$ cat src/rtl/rtc_regfile_pkg.sv
`timescale 1ns/1ps
package rtc_regfile_pkg;
  localparam logic [6:0] IX_SEC  = 7'd0;
  localparam logic [6:0] IX_ASEC = 7'd1;
  localparam logic [6:0] IX_MIN  = 7'd2;
  localparam logic [6:0] IX_AMIN = 7'd3;
  localparam logic [6:0] IX_HR   = 7'd4;
  localparam logic [6:0] IX_AHR  = 7'd5;
  localparam logic [6:0] IX_WDAY = 7'd6;
  localparam logic [6:0] IX_MDAY = 7'd7;
  localparam logic [6:0] IX_MON  = 7'd8;
  localparam logic [6:0] IX_YEAR = 7'd9;
  localparam logic [6:0] IX_A    = 7'd10;
  localparam logic [6:0] IX_B    = 7'd11;
  localparam logic [6:0] IX_C    = 7'd12;
  localparam logic [6:0] IX_D    = 7'd13;

  localparam logic [7:0] A_RST = 8'h26;
  localparam logic [7:0] B_RST = 8'h02;
  localparam logic [7:0] D_RST = 8'h80;
  localparam logic [2:0] DIV_RUN = 3'b010;

  typedef enum logic [2:0] {
    B_H24 = 3'd1, B_BIN = 3'd2, B_UIE = 3'd4, B_AIE = 3'd5, B_SET = 3'd7
  } b_bit_e;

  function automatic logic [7:0] fmt_field(input logic [6:0] v, input logic bin);
    logic [6:0] tens, ones;
    tens = v / 7'd10;
    ones = v % 7'd10;
    return bin ? {1'b0, v} : {tens[3:0], ones[3:0]};
  endfunction

  function automatic logic [7:0] unfmt_field(input logic [7:0] b, input logic bin);
    return bin ? b : ({4'd0, b[7:4]} * 8'd10 + {4'd0, b[3:0]});
  endfunction
endpackage

$ cat src/rtl/rtc_upd_seq.sv
`timescale 1ns/1ps
module rtc_upd_seq #(
  parameter int unsigned UPD_DLY = 8
) (
  input  logic clk_i,
  input  logic rst_ni,
  input  logic tick_sec_i,
  input  logic tick_32k_i,
  input  logic run_ok_i,
  input  logic hold_i,
  output logic uip_set_o,
  output logic done_o
);
  localparam int unsigned CW = (UPD_DLY < 2) ? 1 : $clog2(UPD_DLY);
  localparam logic [CW-1:0] LAST = CW'(UPD_DLY - 1);

  logic          busy_q;
  logic [CW-1:0] cnt_q;
  logic          start;

  assign start     = !busy_q && tick_sec_i && run_ok_i;
  assign uip_set_o = start && !hold_i;
  assign done_o    = busy_q && tick_32k_i && (cnt_q == LAST);

  always_ff @(posedge clk_i or negedge rst_ni) begin
    if (!rst_ni) begin
      busy_q <= 1'b0;
      cnt_q  <= '0;
    end else if (start) begin
      busy_q <= 1'b1;
      cnt_q  <= '0;
    end else if (busy_q && tick_32k_i) begin
      if (cnt_q == LAST) busy_q <= 1'b0;
      else               cnt_q  <= cnt_q + 1'b1;
    end
  end
endmodule

$ cat src/rtl/rtc_alarm_cmp.sv
`timescale 1ns/1ps
module rtc_alarm_cmp #(
  parameter int unsigned NF = 3
) (
  input  logic [NF-1:0][7:0] alarm_i,
  input  logic [NF-1:0][6:0] cur_i,
  input  logic               bin_i,
  output logic               hit_o
);
  import rtc_regfile_pkg::*;
  logic [NF-1:0] fld_hit;

  for (genvar g = 0; g < NF; g++) begin : g_fld
    assign fld_hit[g] = (alarm_i[g][7:6] == 2'b11) ||
                        (unfmt_field(alarm_i[g], bin_i) == {1'b0, cur_i[g]});
  end

  assign hit_o = &fld_hit;
endmodule

$ cat src/rtl/rtc_time_fmt.sv
`timescale 1ns/1ps
module rtc_time_fmt (
  input  logic [5:0]      sec_i,
  input  logic [5:0]      min_i,
  input  logic [4:0]      hour_i,
  input  logic [2:0]      wday_i,
  input  logic [4:0]      mday_i,
  input  logic [3:0]      mon_i,
  input  logic [6:0]      year_i,
  input  logic            bin_i,
  input  logic            h24_i,
  output logic [6:0][7:0] fld_o
);
  import rtc_regfile_pkg::*;
  logic       pm;
  logic [6:0] h12;

  assign pm  = hour_i >= 5'd12;
  assign h12 = pm ? {2'b0, hour_i - 5'd12} : {2'b0, hour_i};

  // fld_o order: sec, min, hour, wday, mday, mon, year
  assign fld_o[0] = fmt_field({1'b0, sec_i}, bin_i);
  assign fld_o[1] = fmt_field({1'b0, min_i}, bin_i);
  assign fld_o[2] = h24_i ? fmt_field({2'b0, hour_i}, bin_i)
                          : (fmt_field(h12, bin_i) | {pm, 7'd0});
  assign fld_o[3] = fmt_field({4'b0, wday_i}, bin_i);
  assign fld_o[4] = fmt_field({2'b0, mday_i}, bin_i);
  assign fld_o[5] = fmt_field({3'b0, mon_i}, bin_i);
  assign fld_o[6] = fmt_field(year_i, bin_i);
endmodule

$ cat src/rtl/rtc_regfile.sv
`timescale 1ns/1ps
module rtc_regfile #(
  parameter int unsigned DEPTH   = 64,
  parameter int unsigned UPD_DLY = 8
) (
  input  logic        clk_i,
  input  logic        rst_ni,
  input  logic        addr_i,
  input  logic [7:0]  wdata_i,
  input  logic        wr_i,
  input  logic        rd_i,
  output logic [7:0]  rdata_o,
  input  logic        tick_sec_i,
  input  logic        tick_32k_i,
  input  logic [5:0]  cal_sec_i,
  input  logic [5:0]  cal_min_i,
  input  logic [4:0]  cal_hour_i,
  input  logic [2:0]  cal_wday_i,
  input  logic [4:0]  cal_mday_i,
  input  logic [3:0]  cal_mon_i,
  input  logic [6:0]  cal_year_i,
  output logic        irq_o,
  output logic        set_mode_o,
  output logic        load_o,
  output logic [55:0] load_time_o
);
  import rtc_regfile_pkg::*;
  localparam int unsigned AW = (DEPTH < 16) ? 4 : $clog2(DEPTH);
  localparam logic [6:0] TIME_IX [7] = '{IX_SEC, IX_MIN, IX_HR, IX_WDAY, IX_MDAY, IX_MON, IX_YEAR};

  logic [7:0]      mem [DEPTH];
  logic [6:0]      idx_q;
  logic            load_q;
  logic            idx_ok, data_wr, rd_c, wr_a;
  logic            uip_set, upd_done, alarm_hit, uip_nxt;
  logic [7:0]      reg_a, reg_b, reg_c, reg_d, c_nxt;
  logic [6:0][7:0] tfld;

  assign reg_a = mem[AW'(IX_A)];
  assign reg_b = mem[AW'(IX_B)];
  assign reg_c = mem[AW'(IX_C)];
  assign reg_d = mem[AW'(IX_D)];

  assign idx_ok  = 32'(idx_q) < DEPTH;
  assign data_wr = wr_i && addr_i && idx_ok;
  assign wr_a    = data_wr && (idx_q == IX_A);
  assign rd_c    = rd_i && addr_i && (idx_q == IX_C);

  rtc_upd_seq #(.UPD_DLY(UPD_DLY)) u_seq (
    .clk_i(clk_i), .rst_ni(rst_ni), .tick_sec_i(tick_sec_i), .tick_32k_i(tick_32k_i),
    .run_ok_i(reg_a[6:4] == DIV_RUN), .hold_i(reg_b[B_SET]),
    .uip_set_o(uip_set), .done_o(upd_done)
  );

  rtc_alarm_cmp #(.NF(3)) u_alarm (
    .alarm_i({mem[AW'(IX_AHR)], mem[AW'(IX_AMIN)], mem[AW'(IX_ASEC)]}),
    .cur_i({{2'b0, cal_hour_i}, {1'b0, cal_min_i}, {1'b0, cal_sec_i}}),
    .bin_i(reg_b[B_BIN]), .hit_o(alarm_hit)
  );

  rtc_time_fmt u_fmt (
    .sec_i(cal_sec_i), .min_i(cal_min_i), .hour_i(cal_hour_i), .wday_i(cal_wday_i),
    .mday_i(cal_mday_i), .mon_i(cal_mon_i), .year_i(cal_year_i),
    .bin_i(reg_b[B_BIN]), .h24_i(reg_b[B_H24]), .fld_o(tfld)
  );

  always_comb begin
    uip_nxt = reg_a[7];
    if (uip_set)  uip_nxt = 1'b1;
    if (upd_done) uip_nxt = 1'b0;
    if (data_wr && idx_q == IX_B && wdata_i[B_SET]) uip_nxt = 1'b0;
  end

  // flags posted in the same cycle as a clearing read survive
  always_comb begin
    c_nxt = rd_c ? 8'h00 : reg_c;
    if (upd_done && reg_b[B_AIE] && alarm_hit)          c_nxt = c_nxt | 8'hA0;
    if (upd_done && reg_b[B_UIE] && !reg_b[B_SET])      c_nxt = c_nxt | 8'h90;
  end

  always_ff @(posedge clk_i or negedge rst_ni) begin
    if (!rst_ni) begin
      for (int i = 0; i < DEPTH; i++) mem[i] <= 8'h00;
      mem[AW'(IX_A)] <= A_RST;
      mem[AW'(IX_B)] <= B_RST;
      mem[AW'(IX_D)] <= D_RST;
      idx_q  <= '0;
      load_q <= 1'b0;
    end else begin
      load_q <= 1'b0;
      if (wr_i && !addr_i) idx_q <= wdata_i[6:0];
      if (upd_done && !reg_b[B_SET]) begin
        for (int f = 0; f < 7; f++) mem[AW'(TIME_IX[f])] <= tfld[f];
      end
      mem[AW'(IX_A)] <= {uip_nxt, wr_a ? wdata_i[6:0] : reg_a[6:0]};
      mem[AW'(IX_C)] <= c_nxt;
      if (data_wr) begin
        unique case (idx_q)
          IX_A, IX_C, IX_D: ;
          IX_B: begin
            mem[AW'(IX_B)] <= wdata_i;
            if (!wdata_i[B_SET] && reg_b[B_SET]) load_q <= 1'b1;
          end
          IX_SEC, IX_MIN, IX_HR, IX_WDAY, IX_MDAY, IX_MON, IX_YEAR: begin
            mem[idx_q[AW-1:0]] <= wdata_i;
            if (!reg_b[B_SET]) load_q <= 1'b1;
          end
          default: mem[idx_q[AW-1:0]] <= wdata_i;
        endcase
      end
    end
  end

  assign rdata_o     = !addr_i ? 8'hFF : (idx_ok ? mem[idx_q[AW-1:0]] : 8'hFF);
  assign irq_o       = reg_c[7];
  assign set_mode_o  = reg_b[B_SET];
  assign load_o      = load_q;
  assign load_time_o = {mem[AW'(IX_YEAR)], mem[AW'(IX_MON)], mem[AW'(IX_MDAY)],
                        mem[AW'(IX_WDAY)], mem[AW'(IX_HR)], mem[AW'(IX_MIN)],
                        mem[AW'(IX_SEC)]};
endmodule

$ cat config.mk
export PLATFORM = sky130hd
export DESIGN_NAME = rtc_regfile
export DESIGN_NICKNAME = d
export VERILOG_FILES = /design/src/rtl/rtc_regfile_pkg.sv /design/src/rtl/rtc_upd_seq.sv /design/src/rtl/rtc_alarm_cmp.sv /design/src/rtl/rtc_time_fmt.sv /design/src/rtl/rtc_regfile.sv
export SDC_FILE = /design/constraint.sdc
export NUM_CORES = 1
export LEC_CHECK = 0
export ABC_AREA = 1
export BUFFER_PORTS_ARGS = -buffer_cell sky130_fd_sc_hd__clkbuf_2
export CAP_MARGIN = 0
export CORE_MARGIN = 8
export CORE_UTILIZATION = 25
export CTS_CLUSTER_SIZE = 16
export DETAILED_ROUTE_END_ITERATION = 8
export HOLD_SLACK_MARGIN = 0.1
export PLACE_DENSITY_LB_ADDON = 0.08
export SKIP_CTS_REPAIR_TIMING = 1
export SLEW_MARGIN = 20
export SYNTH_ARGS = -nofsm -noshare
export SYNTH_HDL_FRONTEND = slang
export SYNTH_SLANG_ARGS = --single-unit
export TNS_END_PERCENT = 20
$ cat constraint.sdc
create_clock -name clk_i -period 4.6 [get_ports clk_i]
set_input_delay 0.92 -clock clk_i [delete_from_list [all_inputs] [get_ports clk_i]]
set_output_delay 0.92 -clock clk_i [all_outputs]
set_load 0.03 [all_outputs]
==> impl_metrics.tcl <==
set metrics [dict create \
    fin_cells 4679 \
    syn-mean-instance-area_um2 8.245 \
    async_reset_ff_share_pct 100.0 \
    crit_chain "inv_4 -> nor2_4 -> buf_12 -> a22oi_1 -> nand3_1 -> a22o_1 -> a221oi_1 -> nor2_1 -> nor2_1 -> o211ai_1 -> clkbuf_2" \
    violations "setup timing" \
    maxCapViolations 0 \
    drv_slew 0 \
    core_um2 106600 \
    leakage_nw 14.01 \
    synth_area_leaders "dfrtp_1 (49%), nand2_1 (9.8%), o21ai_0 (8.7%)" \
    slowest_delay_ns 0.64 \
    cts.sinks 524 \
    area_growth_pct 15.71 \
    grt.overflow.total 0 \
    yosysMostFrequentCell "nand2_1" \
    synth-seq-cells 524 \
    finClkSkew_ns 0.03032 \
    synth_cell_type_count 60 \
    utilization_pct 29.00 \
    grt_max_degree 100 \
    setup_viol 1 \
    fp-row-count 120 \
    setup_ws_ns -0.009388 \
    clkTransAtPathRegs_ns 0.06 \
    yosys-top-cells-count "nand2_1 (695), dfrtp_1 (519), o21ai_0 (463)" \
    ant_nets 0 \
    rsz0062_at_grt "true" \
    cp-end-kind "primary output" \
    crit_fanout 62 \
    synth_top_area_share_pct 48.60 \
    drt-total-wl_um 109500 \
    die_w_um 342.9 \
    finalHoldViolCount 0 \
    clkLatencyLatePin_ns 0.63 \
    vias 23390 \
    clockBufferDepth 3 \
    cp_top_family "compound AO/OA/AOI/OAI gates" \
    critPathBufInv 3 \
    dpl_worst_slack_ns 0.5233 \
    ys_warn_count 0 \
    worst_path_most_repeated_cell "nor2_1" \
    syn_area_um2 26720 \
    status "finished with violations" \
    io_buffers 117 \
    nets 3317 \
    hold_path_class "reg -> reg" \
    synth_edf_count 0 \
    synth_area_leader_cell "dfrtp_1" \
    nFillCells 11500 \
    finalPower_mw 14.96 \
    dp_cells 4552 \
    hold_slack_ns 0.3680 \
    worstPathRequired_ns 3.68 \
    arrival_ns 3.69 \
    grt.total_usage_pct 18.27 \
    place.gp.congestion 0.8348 \
    cts_tree "done" \
    yosys_most_used_dff "dfrtp_1" \
    place_hpwl_um 72850 \
    start_util_pct 25.07 \
    synth_fp_nets 3335 \
    ys_seq_area_share_pct 49.09 \
    slew_headroom_pct 34.54 \
    wl_per_cell_um 23.41 \
    cts_buffers 70 \
    ir_worst_vdd_mv 0.2363 \
    drt_iter0_drc 1782 \
    p_per_area_nw_per_um2 483.9 \
    worst_pin_slew_ns 0.9820 \
    fin_crit_sh_pct 100.2 \
    drc_errors 0 \
    slowest_stage "dfrtp_4" \
    dieArea_um2 117600 \
    synthCells 3241 \
    clockRootBuffer "clkbuf_16" \
    grt_pass1_wl_um 162400 \
    die_h_um 342.9 \
    vias_per_cell 4.999 \
    finalCriticalPeriod_ns 4.609 \
    ioPinCount 118 \
    antenna_found_initial 7 \
    first_pass_iters 5 \
    criticalPathCategory "reg -> out" \
    fmax_mhz 216.9 \
    critPathLaunchType "flip-flop" \
    drive_gt1_share_pct 11.73 \
    grt_pass1_vias 23110 \
    ctsHtreeMaxLevel 3 \
]
==> through the flow <==
step	TNS, ns	instance area, um2
6_report	-0.009388	30920
5_1_grt	-0.08300	30910
4_1_cts	-0.5710	30810
3_5_place_dp	0	28490
3_3_place_gp	0	28490
2_1_floorplan	0	26720
==> cells by family after synthesis <==
group,share of synthesized area [%]
xor gates and xnor gates,0.8194
muxes,0.1171
DFF,49.09
and+or+nand+nor,19.56
AOI/OAI and AO/OA,19.96
buffers and inverters,8.269
adders and majority gates,2.182
==> path summary, 6_finish.rpt <==
check	startpoint	slack, ns	depth (start not counted)	to
setup / recovery	idx_q[0]	-0.009	11	rdata_o[5]
hold / removal	flip-flop	0.37	0	flip-flop
setup reg to reg	idx_q[0]	1.02	11	flip-flop
hold reg to reg	flip-flop	0.37	0	flip-flop
max in group asynchronous	rst_ni	3.09	2	async pin
min in group asynchronous	rst_ni	0.38	1	async pin
==> where the power goes <==
group | internal, mW | leakage (nW) | switching [mW] | total, mW
logic | 1.07 | 6.00 | 2.45 | 3.52
clock network | 3.36 | 1.15 | 2.19 | 5.54
registers | 5.26 | 6.87 | 0.636 | 5.89
total | 9.69 | 14.0 | 5.27 | 15.0
==> placed cells by master (no fill, tap or decap), drive strengths merged, types with 19 or more instances in the layout <==
master,netlist,routed
nand3,327,327
a21oi,82,82
o21ai,536,536
nor2,141,141
a22o,20,20
a22oi,128,128
xor2,21,21
ha,37,37
buf,123,81
nand2,707,707
nand4,20,20
dfrtp,519,519
o211ai,71,71
a221oi,20,20
clkbuf,164,221
clkinv,6,20
a31oi,19,19
inv,221,221
==> routing by layer <==
metal	vias up	wire, um	track usage (%)
li1	10990	-	-
met2	624	50660	29.64
met4	0	2667	5.029
met1	11660	51420	25.48
met5	-	0	0
met3	126	4765	2.413
==> final cells by class <==
| class | count | area, um2 | share of cell area [%] |
|---|---|---|---|
| sequential | 524 | 13130 | 42.45 |
| clock buffer | 105 | 2128 | 6.883 |
| inverter | 227 | 860.8 | 2.784 |
| antenna | 2 | 5.005 | 0.01619 |
| clock inverter | 18 | 190.2 | 0.6151 |
| multi-input combinational | 2203 | 11480 | 37.13 |
| timing repair buffer | 197 | 1374 | 4.443 |
| tap | 1403 | 1755 | 5.677 |
==> worst register-to-register path, stage by stage, from the launching register on <==
cell and delay [ns]:
dfrtp_4 0.66, inv_4 0.12, nand2_4 0.18, buf_4 0.26, nor2_2 0.16, o31ai_4 0.36
nand2_4 0.18, inv_2 0.35, nand2_1 0.17, inv_2 0.25, nand2_1 0.46, o21ai_0 0.35
No activity file was read; power rests on OpenSTA's default activity.
